**config.mk**
```make
export PLATFORM = sky130hd
export DESIGN_NAME = hecc_scrub_ram
export DESIGN_NICKNAME = d
export VERILOG_FILES = /design/src/rtl/hecc_pkg.sv /design/src/rtl/hecc_encoder.sv /design/src/rtl/hecc_decoder.sv /design/src/rtl/hecc_array.sv /design/src/rtl/hecc_scrub_ctrl.sv /design/src/rtl/hecc_scrub_ram.sv
export SDC_FILE = /design/constraint.sdc
export NUM_CORES = 1
export LEC_CHECK = 0
export ABC_AREA = 1
export CORE_MARGIN = 5
export CORE_UTILIZATION = 65
export DETAILED_ROUTE_END_ITERATION = 10
export DONT_BUFFER_PORTS = 1
export GPL_TIMING_DRIVEN = 0
export PLACE_DENSITY = 0.89
export SLEW_MARGIN = 5
export SYNTH_ARGS = -nofsm -noshare
export SYNTH_HDL_FRONTEND = slang
export SYNTH_SLANG_ARGS = --single-unit
```
**constraint.sdc**
```tcl
create_clock -name clk -period 5.5 [get_ports clk]
set_input_delay 0.825 -clock clk [delete_from_list [all_inputs] [get_ports clk]]
set_output_delay 0.825 -clock clk [all_outputs]
set_load 0.05 [all_outputs]
```
**src/rtl/hecc_pkg.sv**
```systemverilog
package hecc_pkg;

    localparam int DW = 8;
    localparam int CW = 12;
    localparam int SW = 4;

    typedef enum logic [1:0] {
        SC_IDLE,
        SC_CHECK,
        SC_FIX
    } scrub_state_e;

    function automatic logic is_pow2(input int p);
        return (p & (p - 1)) == 0;
    endfunction

    // Codeword bit [p-1] holds position p (1-based).
    function automatic logic [CW-1:0] hecc_encode(input logic [DW-1:0] d);
        logic [CW-1:0] cw;
        int j;
        cw = '0;
        j  = 0;
        for (int p = 1; p <= CW; p++) begin
            if (!is_pow2(p)) begin
                cw[p-1] = d[j];
                j++;
            end
        end
        for (int k = 0; k < SW; k++) begin
            logic par;
            par = 1'b0;
            for (int p = 1; p <= CW; p++) begin
                if (((p >> k) & 1) == 1 && !is_pow2(p)) par ^= cw[p-1];
            end
            cw[(1 << k) - 1] = par;
        end
        return cw;
    endfunction

    function automatic logic [SW-1:0] hecc_syndrome(input logic [CW-1:0] cw);
        logic [SW-1:0] s;
        s = '0;
        for (int k = 0; k < SW; k++) begin
            for (int p = 1; p <= CW; p++) begin
                if (((p >> k) & 1) == 1) s[k] ^= cw[p-1];
            end
        end
        return s;
    endfunction

    function automatic logic [DW-1:0] hecc_extract(input logic [CW-1:0] cw);
        logic [DW-1:0] d;
        int j;
        d = '0;
        j = 0;
        for (int p = 1; p <= CW; p++) begin
            if (!is_pow2(p)) begin
                d[j] = cw[p-1];
                j++;
            end
        end
        return d;
    endfunction

endpackage

```
**src/rtl/hecc_encoder.sv**
```systemverilog
module hecc_encoder
    import hecc_pkg::*;
(
    input  logic [DW-1:0] data_i,
    output logic [CW-1:0] code_o
);
    always_comb code_o = hecc_encode(data_i);
endmodule

```
**src/rtl/hecc_decoder.sv**
```systemverilog
module hecc_decoder
    import hecc_pkg::*;
(
    input  logic [CW-1:0] code_i,
    output logic [DW-1:0] data_o,
    output logic          corr_o,
    output logic          uncorr_o
);
    logic [SW-1:0] syn;
    logic [CW-1:0] fixed;

    always_comb begin
        syn      = hecc_syndrome(code_i);
        corr_o   = (syn != '0) && (int'(syn) <= CW);
        uncorr_o = int'(syn) > CW;
        for (int p = 1; p <= CW; p++) begin
            fixed[p-1] = code_i[p-1] ^ (corr_o && (int'(syn) == p));
        end
        data_o = hecc_extract(fixed);
    end
endmodule

```
**src/rtl/hecc_array.sv**
```systemverilog
module hecc_array
    import hecc_pkg::*;
#(
    parameter int ADDR_W = 4
) (
    input  logic              clk,
    input  logic              we_i,
    input  logic [ADDR_W-1:0] addr_i,
    input  logic [CW-1:0]     wdata_i,
    output logic [CW-1:0]     rdata_o
);
    localparam int DEPTH = 1 << ADDR_W;

    logic [CW-1:0] mem [DEPTH];

    always_ff @(posedge clk) begin
        if (we_i) mem[addr_i] <= wdata_i;
    end

    assign rdata_o = mem[addr_i];
endmodule

```
**src/rtl/hecc_scrub_ctrl.sv**
```systemverilog
module hecc_scrub_ctrl
    import hecc_pkg::*;
#(
    parameter int ADDR_W = 4
) (
    input  logic              clk,
    input  logic              rst_n,
    input  logic              scrub_en_i,
    input  logic              req_i,
    input  logic [DW-1:0]     dec_data_i,
    input  logic              dec_corr_i,
    input  logic              dec_uncorr_i,
    output logic [ADDR_W-1:0] addr_o,
    output logic              wb_en_o,
    output logic [DW-1:0]     wb_data_o,
    output logic              corr_o,
    output logic              uncorr_o,
    output logic              done_o
);
    localparam logic [ADDR_W-1:0] LAST = '1;

    scrub_state_e      state_q, state_d;
    logic [ADDR_W-1:0] addr_q;
    logic [DW-1:0]     data_q;
    logic              corr_q, unc_q;
    logic              capture, fix_go;

    always_ff @(posedge clk) begin
        if (!rst_n) state_q <= SC_IDLE;
        else        state_q <= state_d;
    end

    always_comb begin
        state_d = state_q;
        capture = 1'b0;
        fix_go  = 1'b0;
        unique case (state_q)
            SC_IDLE: begin
                if (scrub_en_i) state_d = SC_CHECK;
            end
            SC_CHECK: begin
                if (!scrub_en_i) state_d = SC_IDLE;
                else if (!req_i) begin
                    capture = 1'b1;
                    state_d = SC_FIX;
                end
            end
            SC_FIX: begin
                if (req_i) state_d = SC_CHECK;
                else begin
                    fix_go  = 1'b1;
                    state_d = scrub_en_i ? SC_CHECK : SC_IDLE;
                end
            end
            default: state_d = SC_IDLE;
        endcase
        wb_en_o   = fix_go && corr_q;
        wb_data_o = data_q;
        corr_o    = fix_go && corr_q;
        uncorr_o  = fix_go && unc_q;
        done_o    = fix_go && (addr_q == LAST);
        addr_o    = addr_q;
    end

    always_ff @(posedge clk) begin
        if (!rst_n) begin
            addr_q <= '0;
            data_q <= '0;
            corr_q <= 1'b0;
            unc_q  <= 1'b0;
        end else begin
            if (capture) begin
                data_q <= dec_data_i;
                corr_q <= dec_corr_i;
                unc_q  <= dec_uncorr_i;
            end
            if (fix_go) addr_q <= addr_q + 1'b1;
        end
    end

    // no advance while a request holds the port
    a_r6_addr_held: assert property (@(posedge clk) disable iff (!rst_n)
        req_i |=> $stable(addr_q));
    // write-back only comes out of the fix state
    a_r5_wb_in_fix: assert property (@(posedge clk) disable iff (!rst_n)
        wb_en_o |-> (state_q == SC_FIX) && !req_i);
endmodule

```
**src/rtl/hecc_scrub_ram.sv**
```systemverilog
module hecc_scrub_ram
    import hecc_pkg::*;
#(
    parameter int ADDR_W = 4
) (
    input  logic              clk,
    input  logic              rst_n,
    input  logic              req_valid,
    input  logic              req_we,
    input  logic [ADDR_W-1:0] req_addr,
    input  logic [DW-1:0]     req_wdata,
    input  logic [CW-1:0]     inj_mask,
    input  logic              scrub_en,
    output logic              rd_valid,
    output logic [DW-1:0]     rd_data,
    output logic              err_corr,
    output logic              err_uncorr,
    output logic              scrub_done
);
    logic [ADDR_W-1:0] sc_addr, port_addr;
    logic              sc_wb, sc_corr, sc_unc, sc_done;
    logic [DW-1:0]     sc_wdata, enc_in, dec_data;
    logic [CW-1:0]     enc_out, arr_wdata, arr_rdata;
    logic              arr_we, dec_corr, dec_unc, rd_req;

    assign rd_req    = req_valid && !req_we;
    assign port_addr = req_valid ? req_addr : sc_addr;
    assign enc_in    = req_valid ? req_wdata : sc_wdata;
    assign arr_we    = (req_valid && req_we) || sc_wb;
    assign arr_wdata = req_valid ? (enc_out ^ inj_mask) : enc_out;

    hecc_encoder u_enc (.data_i(enc_in), .code_o(enc_out));

    hecc_array #(.ADDR_W(ADDR_W)) u_arr (
        .clk(clk), .we_i(arr_we), .addr_i(port_addr),
        .wdata_i(arr_wdata), .rdata_o(arr_rdata)
    );

    hecc_decoder u_dec (
        .code_i(arr_rdata), .data_o(dec_data),
        .corr_o(dec_corr), .uncorr_o(dec_unc)
    );

    hecc_scrub_ctrl #(.ADDR_W(ADDR_W)) u_scrub (
        .clk(clk), .rst_n(rst_n), .scrub_en_i(scrub_en), .req_i(req_valid),
        .dec_data_i(dec_data), .dec_corr_i(dec_corr), .dec_uncorr_i(dec_unc),
        .addr_o(sc_addr), .wb_en_o(sc_wb), .wb_data_o(sc_wdata),
        .corr_o(sc_corr), .uncorr_o(sc_unc), .done_o(sc_done)
    );

    always_ff @(posedge clk) begin
        if (!rst_n) begin
            rd_valid   <= 1'b0;
            rd_data    <= '0;
            err_corr   <= 1'b0;
            err_uncorr <= 1'b0;
            scrub_done <= 1'b0;
        end else begin
            rd_valid   <= rd_req;
            if (rd_req) rd_data <= dec_data;
            err_corr   <= (rd_req && dec_corr) || sc_corr;
            err_uncorr <= (rd_req && dec_unc) || sc_unc;
            scrub_done <= sc_done;
        end
    end

    // read response one cycle after a read request
    a_r4_read_resp: assert property (@(posedge clk) disable iff (!rst_n)
        rd_req |=> rd_valid);
    a_r4_no_spurious: assert property (@(posedge clk) disable iff (!rst_n)
        !rd_req |=> !rd_valid);
    // flags exclusive and single-cycle
    a_r8_flags_excl: assert property (@(posedge clk) disable iff (!rst_n)
        !(err_corr && err_uncorr));
    a_r8_done_pulse: assert property (@(posedge clk) disable iff (!rst_n)
        scrub_done |=> !scrub_done);
    // pass end coincides with wrap to address zero
    a_r7_wrap: assert property (@(posedge clk) disable iff (!rst_n)
        scrub_done |-> (sc_addr == '0));
endmodule

```
# ---- Word-level counts from Yosys, hierarchy flattened
# Memory sizes are Yosys's and may differ from the RTL's.
# Index checks and enable logic that the tools add are counted.
dict set report totals {
  reg_bits 28
  ram_bits 192
  in_bits 29
  romBits 0
  mem_count 1
  word_cells 106
  latch_bits 0
}
dict set report op_classes {
  multipliers 0
  n_lt_le_gt_ge 2
  n_reduce_logical 23
  shifts 0
  muxes 15
  addsub 1
  eq_ne 13
  bitwise_logic 41
  div 0
}
# memory depth width rd rd_clocked_by_memory_dff write_ports line_no
set mem_list {}
lappend mem_list {u_arr.mem 16 12 1 0 1 hecc_array.sv:14} ;# logic [CW-1:0] mem [DEPTH];
# op count
set op_table {}
lappend op_table {{$xor A1 B1 Y1} 40}
lappend op_table {{$eq A4 B4 Y1 const B} 7}
lappend op_table {{$logic_and A1 B1 Y1} 16}
lappend op_table {{$mux W12} 1}
lappend op_table {{$xor A12 B12 Y12} 1}
lappend op_table {{$eq A4 B3 Y1 const B} 2}
lappend op_table {{$mux W2} 4}
lappend op_table {{$mux W8} 1}
lappend op_table {{$mux W1} 7}
lappend op_table {{$pmux W2 S3} 1}
lappend op_table {{$add A4 B1 Y4 const B} 1}
lappend op_table {{$gt A4 B4 Y1 const B} 1}
lappend op_table {{$le A4 B4 Y1 const B} 1}
lappend op_table {{$mux W4} 1}
lappend op_table {{$reduce_bool A4 Y1} 1}
lappend op_table {{$logic_or A1 B1 Y1} 3}
lappend op_table {{$ne A3 B3 Y1 const B} 1}
lappend op_table {{$eq A2 B1 Y1 const B} 1}
lappend op_table {{$eq A2 B2 Y1 const B} 1}
lappend op_table {{$logic_not A2 Y1} 1}
lappend op_table {{$ne A2 B2 Y1 const B} 1}
lappend op_table {{$reduce_and A2 Y1} 1}
lappend op_table {{$logic_not A1 Y1} 1}

# ---- Depth between registers and ports, before layout
# An unclocked memory read counts as a cell.
dict set report logic_depth {
  ltp_word 11
  ltp_mapped 26
  mapped_depth_nobuf 24
}

# ---- By module
# A second synthesis with hierarchy kept.
dict set report hier_totals {
  hier_cells 1203
  hier_area_um2 10516.3
}
# module area_per_inst_um2 n_inst seq_area_each_um2 cells_per_inst
set modules_own_cells {}
lappend modules_own_cells {hecc_array 8111.5 1 5765.5 799}
lappend modules_own_cells {hecc_scrub_ram 855.8 1 240.2 143}
lappend modules_own_cells {hecc_decoder 660.6 1 0.0 130}
lappend modules_own_cells {hecc_scrub_ctrl 659.4 1 320.3 90}
lappend modules_own_cells {hecc_encoder 229.0 1 0.0 41}

# ---- Worst setup path before layout
# No wires, ideal clock.
dict set report synth_timing {
  kind {input port to flip-flop}
  from {input req_valid}
  to {memory u_arr.mem[10][0], enable pin}
  setup_ns 0.396
  arrival_ns 2.556
  setup_slack_ns 2.548
  path_stages 6
  required_time_ns 5.104
  path_cell_list {buf_6 o21ai_4 buf_2 buf_4 nand2_1 nor3_1}
}
dict set report synth_via {
  elab_chain_len 6
  elab_cells_between_ends 8
}
# item line_no
set synth_lines {}
lappend synth_lines {{start, declared} hecc_scrub_ram.sv:8} ;# input logic req_valid,
lappend synth_lines {{$mux W1} hecc_scrub_ctrl.sv:49} ;# if (req_i) state_d = SC_CHECK;
lappend synth_lines {{$mux W1} hecc_scrub_ctrl.sv:37} ;# unique case (state_q)
lappend synth_lines {{$logic_and A1 B1 Y1} hecc_scrub_ctrl.sv:57} ;# wb_en_o = fix_go && corr_q;
lappend synth_lines {{$logic_or A1 B1 Y1} hecc_scrub_ram.sv:29} ;# assign arr_we = (req_valid && req_we) || sc_wb;
lappend synth_lines {{$mux W1} hecc_array.sv:17} ;# if (we_i) mem[addr_i] <= wdata_i;
lappend synth_lines {{$mux W1 (implied by the code)} hecc_array.sv:17}
lappend synth_lines {{end, declared} hecc_array.sv:14}
# Several ways; a longest one is shown, not always the timed one.

# ---- Final worst setup path
dict set report layout_timing {
  from {input req_valid}
  to {memory u_arr.mem[4][10] (data pin)}
}
dict set report layout_via {
  elab_chain_len 3
}
# item line_no
set layout_lines {}
lappend layout_lines {{$mux W8} hecc_scrub_ram.sv:28} ;# assign enc_in = req_valid ? req_wdata : sc_wdata;
lappend layout_lines {{$xor A12 B12 Y12} hecc_scrub_ram.sv:30} ;# assign arr_wdata = req_valid ? (enc_out ^ inj_mask) : enc_out;
lappend layout_lines {{$mux W12 (*)} hecc_scrub_ram.sv:30}
lappend layout_lines {{net arr_wdata[10]} hecc_scrub_ram.sv:23} ;# logic [CW-1:0] enc_out, arr_wdata, arr_rdata;
# The timed path passes the listed nets; every way through them passes the cells marked *.

==> results.py <==
metrics = {
    "run_status": {
        "status": "finished with violations",
        "violations": "design-rule violations",
    },
    "sta": {
        "finalWorstPathRequiredPeriod_ns": 3.11,
        "grt_setup_unrepaired": "false",
        "max_clock_freq_mhz": 321,
        "max_transition_margin_pct": 9.55,
        "final.setup_skew_ns": 0.00920,
        "worst_pin_slew_ns": 1.35,
        "final_hold_violation_count": 0,
        "timing_max_transition_violations_final": 0,
        "timing.final.crit_share_pct": 56.6,
        "setup_violating_endpoint_count_in_the_final_report": 0,
        "timing.setup.tns_ns": 0,
    },
    "die": {
        "chipHeight_microns": 138,
        "rows": 46,
        "die_area_sq_mm": 0.0189,
        "fp.coreArea_sq_mm": 0.0159,
        "ios": 41,
        "fp.dieW_microns": 138,
        "starting_density_of_the_core_pct": 66.4,
    },
    "route": {
        "count_of_vias_placed_by_the_detailed_router": 8618,
        "routedWlPerCell_microns": 18.9,
        "vias_per_cell": 5.81,
        "routed_wl_mm": 28.0,
        "detail_route.drc_violations": 1,
        "drt.antenna.violating_nets": 0,
        "first_iteration_detailed_routing_drc_count": 1288,
        "firstDrtPassIters": 11,
    },
    "finish": {
        "finish.cell_count_without_fillers": 1483,
        "fillers": 1045,
        "antenna_cells": 0,
        "flow.area_growth_from_synthesis_pct": 10.9,
        "drive_gt1_share_pct": 10.4,
        "nets": 1281,
    },
    "placed_design": {
        "gp_routability_congestion": 0.948,
        "dp.final_hpwl_mm": 18.6,
        "post-place-cells": 1443,
        "buffer_ports.inserted": 0,
    },
    "critical_path": {
        "path_cells": "buf_6, clkbuf_1, buf_1, buf_1, a21oi_1, a31oi_1",
        "crit_slowest_cell": "sky130_fd_sc_hd__a31oi_1",
        "worst-endpoint-required_ns": 5.64,
        "critPathLaunchType": "primary input",
        "critPathTopFamily": "buffers and inverters",
        "timing.critical_path.mode_cell": "sky130_fd_sc_hd__buf_1",
        "setup_crit_path_kind": "primary input to flop",
        "path_buf_inv": 4,
        "critical_path_peak_fanout": 16,
        "max_stage_delay_ns": 0.85,
        "end_kind": "flop",
        "arrival_ns": 3.25,
    },
    "pwr": {
        "ir_drop_mv": 0.311,
        "total_leakage_power_uw": 0.00519,
        "fin_total_pwr_uw": 3880,
        "power.density_mw_per_mm2": 330,
    },
    "worst_hold_path": {
        "timing.hold.worst.class": "primary input to flop",
    },
    "grt": {
        "grt_pass1_vias": 8178,
        "grt.overflow.total": 0,
        "grt_max_degree": 17,
        "antenna_found_initial": 0,
        "global_route_wire_length_before_repair_mm": 42.0,
        "grt.total_usage_pct": 29.7,
    },
    "clock_tree": {
        "clock_path_buffers": 3,
        "cts_buffer_count": 22,
        "post_cts_resize_count": 0,
        "post_cts_buffers": 0,
        "tritoncts": "built",
        "clk_pin_slew_ns": 0.06,
        "holdBufCountCts": 0,
        "insertion_delay_ns": 0.51,
        "clock-root-buffer": "sky130_fd_sc_hd__clkbuf_16",
        "cts_sinks": 220,
        "htreeDepth": 1,
    },
    "synth": {
        "synth_top_flop_cell": "sky130_fd_sc_hd__edfxtp_1",
        "async_reset_ff_share_pct": 0,
        "synth_fp_nets": 1246,
        "synth-edff-count": 192,
        "synth_xor_xnor_area_share_pct": 1.16,
        "synth-seq-cells": 220,
        "synth-compound-area-share_pct": 3.15,
        "syn_area_sq_mm": 0.0106,
        "synth_cell_types": 30,
        "synth_area_per_cell_sq_um": 8.71,
        "synth_top_family_by_area": "simple AND/OR/NAND/NOR gates",
        "synth.area.mux_share_pct": 0.189,
        "synthSimpleGateAreaFrac_pct": 28.5,
        "netlist_instances": 1216,
        "synth.yosys.warnings": 0,
        "share_of_synthesized_cell_area_in_full_adder_half_adder_and_majority_cells_pct": 0.118,
        "synth_seq_area_share_pct": 59.7,
    },
    "flow_run": {
        "max_cap_violations": 0,
    },
}
## per-layer routing
layer  track usage (%)  vias to the layer above  wire [microns]
met5                 0                        -               0
met4              14.5                        0            1340
met3              4.75                      129            3250
met2              49.9                      644           13500
met1              37.7                     3901            9840
li1                  -                     3944               -
## cells in the final DEF (no fill, tap or decap), types with 2 or more instances in the layout
cell type	netlist	routed
sky130_fd_sc_hd__nor2_2	9	17
sky130_fd_sc_hd__inv_1	119	119
sky130_fd_sc_hd__a31oi_2	0	6
sky130_fd_sc_hd__nor2_4	4	4
sky130_fd_sc_hd__nand2_1	586	586
sky130_fd_sc_hd__buf_4	5	7
sky130_fd_sc_hd__a21oi_1	21	21
sky130_fd_sc_hd__nor2_1	48	40
sky130_fd_sc_hd__clkinv_1	2	3
sky130_fd_sc_hd__nand3_1	71	71
sky130_fd_sc_hd__clkbuf_16	0	23
sky130_fd_sc_hd__a31oi_1	8	2
sky130_fd_sc_hd__inv_2	7	7
sky130_fd_sc_hd__nand2_2	12	12
sky130_fd_sc_hd__nand3b_1	3	3
sky130_fd_sc_hd__buf_8	0	2
sky130_fd_sc_hd__nor3_2	0	8
sky130_fd_sc_hd__edfxtp_1	192	192
sky130_fd_sc_hd__buf_2	17	17
sky130_fd_sc_hd__xor2_1	6	6
sky130_fd_sc_hd__o21ai_2	2	2
sky130_fd_sc_hd__nor3_1	11	3
sky130_fd_sc_hd__clkinv_2	0	5
sky130_fd_sc_hd__o21ai_0	25	25
sky130_fd_sc_hd__o21ai_1	4	4
sky130_fd_sc_hd__clkbuf_1	8	18
sky130_fd_sc_hd__buf_6	10	17
sky130_fd_sc_hd__xnor2_1	8	8
sky130_fd_sc_hd__dfxtp_1	28	28
sky130_fd_sc_hd__buf_1	3	3
sky130_fd_sc_hd__nand2_4	2	2
## power breakdown
group / switching (uW) / internal (uW)
registers: 31.0 / 1900
clock network: 597 / 784
logic: 417 / 150
## stage by stage
| stage | hold WS [ns] | utilization (%) | instance area [sq um] | worst slack [ns] |
|---|---|---|---|---|
| 2_1_floorplan | 0.444 | - | 10600 | 2.55 |
| 6_report | 0.429 | 73.6 | 11700 | 2.39 |
| 3_5_place_dp | 0.479 | 69.3 | 11000 | 1.87 |
| 3_3_place_gp | 0.462 | 68.1 | 10900 | 1.09 |
| 5_1_grt | 0.425 | 73.6 | 11700 | 2.21 |
| 4_1_cts | 0.415 | 73.4 | 11700 | 2.36 |
## cell usage after synthesis (2+ instances only)
master	n	area share, %
sky130_fd_sc_hd__nand2_4	2	0.21
sky130_fd_sc_hd__o21ai_1	4	0.19
sky130_fd_sc_hd__inv_2	7	0.25
sky130_fd_sc_hd__edfxtp_1	192	54
sky130_fd_sc_hd__o21ai_0	25	1.2
sky130_fd_sc_hd__o21ai_2	2	0.17
sky130_fd_sc_hd__buf_4	5	0.35
sky130_fd_sc_hd__nor3_1	11	0.52
sky130_fd_sc_hd__mux2i_1	2	0.19
sky130_fd_sc_hd__xor2_1	6	0.50
sky130_fd_sc_hd__nor2_2	9	0.53
sky130_fd_sc_hd__nor2_1	48	1.7
sky130_fd_sc_hd__buf_1	3	0.11
sky130_fd_sc_hd__buf_6	10	1.1
sky130_fd_sc_hd__clkbuf_1	8	0.28
sky130_fd_sc_hd__inv_1	119	4.2
sky130_fd_sc_hd__nand3b_1	3	0.21
sky130_fd_sc_hd__nand3_1	71	3.4
sky130_fd_sc_hd__buf_2	17	0.80
sky130_fd_sc_hd__nand2_2	12	0.71
sky130_fd_sc_hd__a21oi_1	21	0.99
sky130_fd_sc_hd__a31oi_1	8	0.47
sky130_fd_sc_hd__dfxtp_1	28	5.3
sky130_fd_sc_hd__nand2_1	586	21
sky130_fd_sc_hd__xnor2_1	8	0.66
sky130_fd_sc_hd__clkinv_1	2	0.071
sky130_fd_sc_hd__nor2_4	4	0.43
## path summary, 6_finish.rpt
kind,from,end,slack [ns],cells after the start
setup / recovery,req_valid,u_arr.mem[4][10],2.39,6
hold / removal,req_we,rd_valid,0.43,1
setup reg to reg,u_scrub.addr_o[0],u_scrub.wb_data_o[7],2.47,22
hold reg to reg,u_scrub.unc_q,err_uncorr,0.48,2
## sequential cells by signal, summed over array words and instances (netlist names)
signal and count:
err_corr 1, err_uncorr 1, rd_data 8, rd_valid 1
scrub_done 1, u_arr.mem 192, u_scrub.addr_o 4, u_scrub.corr_q 1
u_scrub.state_q 2, u_scrub.unc_q 1, u_scrub.wb_data_o 8
## worst register-to-register path, delay by kind of cell, from the launching register on
kind	cells	cell delay [ns]
buf+inv	3	0.34
simple gates	19	2.15
flops	1	0.42
## cells by family after synthesis
family          Yosys count
buf+inv                 171
fa+ha+maj                 1
compound gates           61
simple gates            747
flops                   220
xor+xnor                 14
mux                       2
## cell type report
class / count / area [sq um] / area share (%)
tap: 216 / 270 / 2.30
timing repair buffer: 11 / 124 / 1.05
buffer: 43 / 277 / 2.36
sequential: 220 / 6330 / 53.9
multi-input combinational: 825 / 3610 / 30.7
clock inverter: 6 / 28.8 / 0.245
inverter: 128 / 480 / 4.09
clock buffer: 34 / 627 / 5.34
Power figures use the tool's default switching activity.
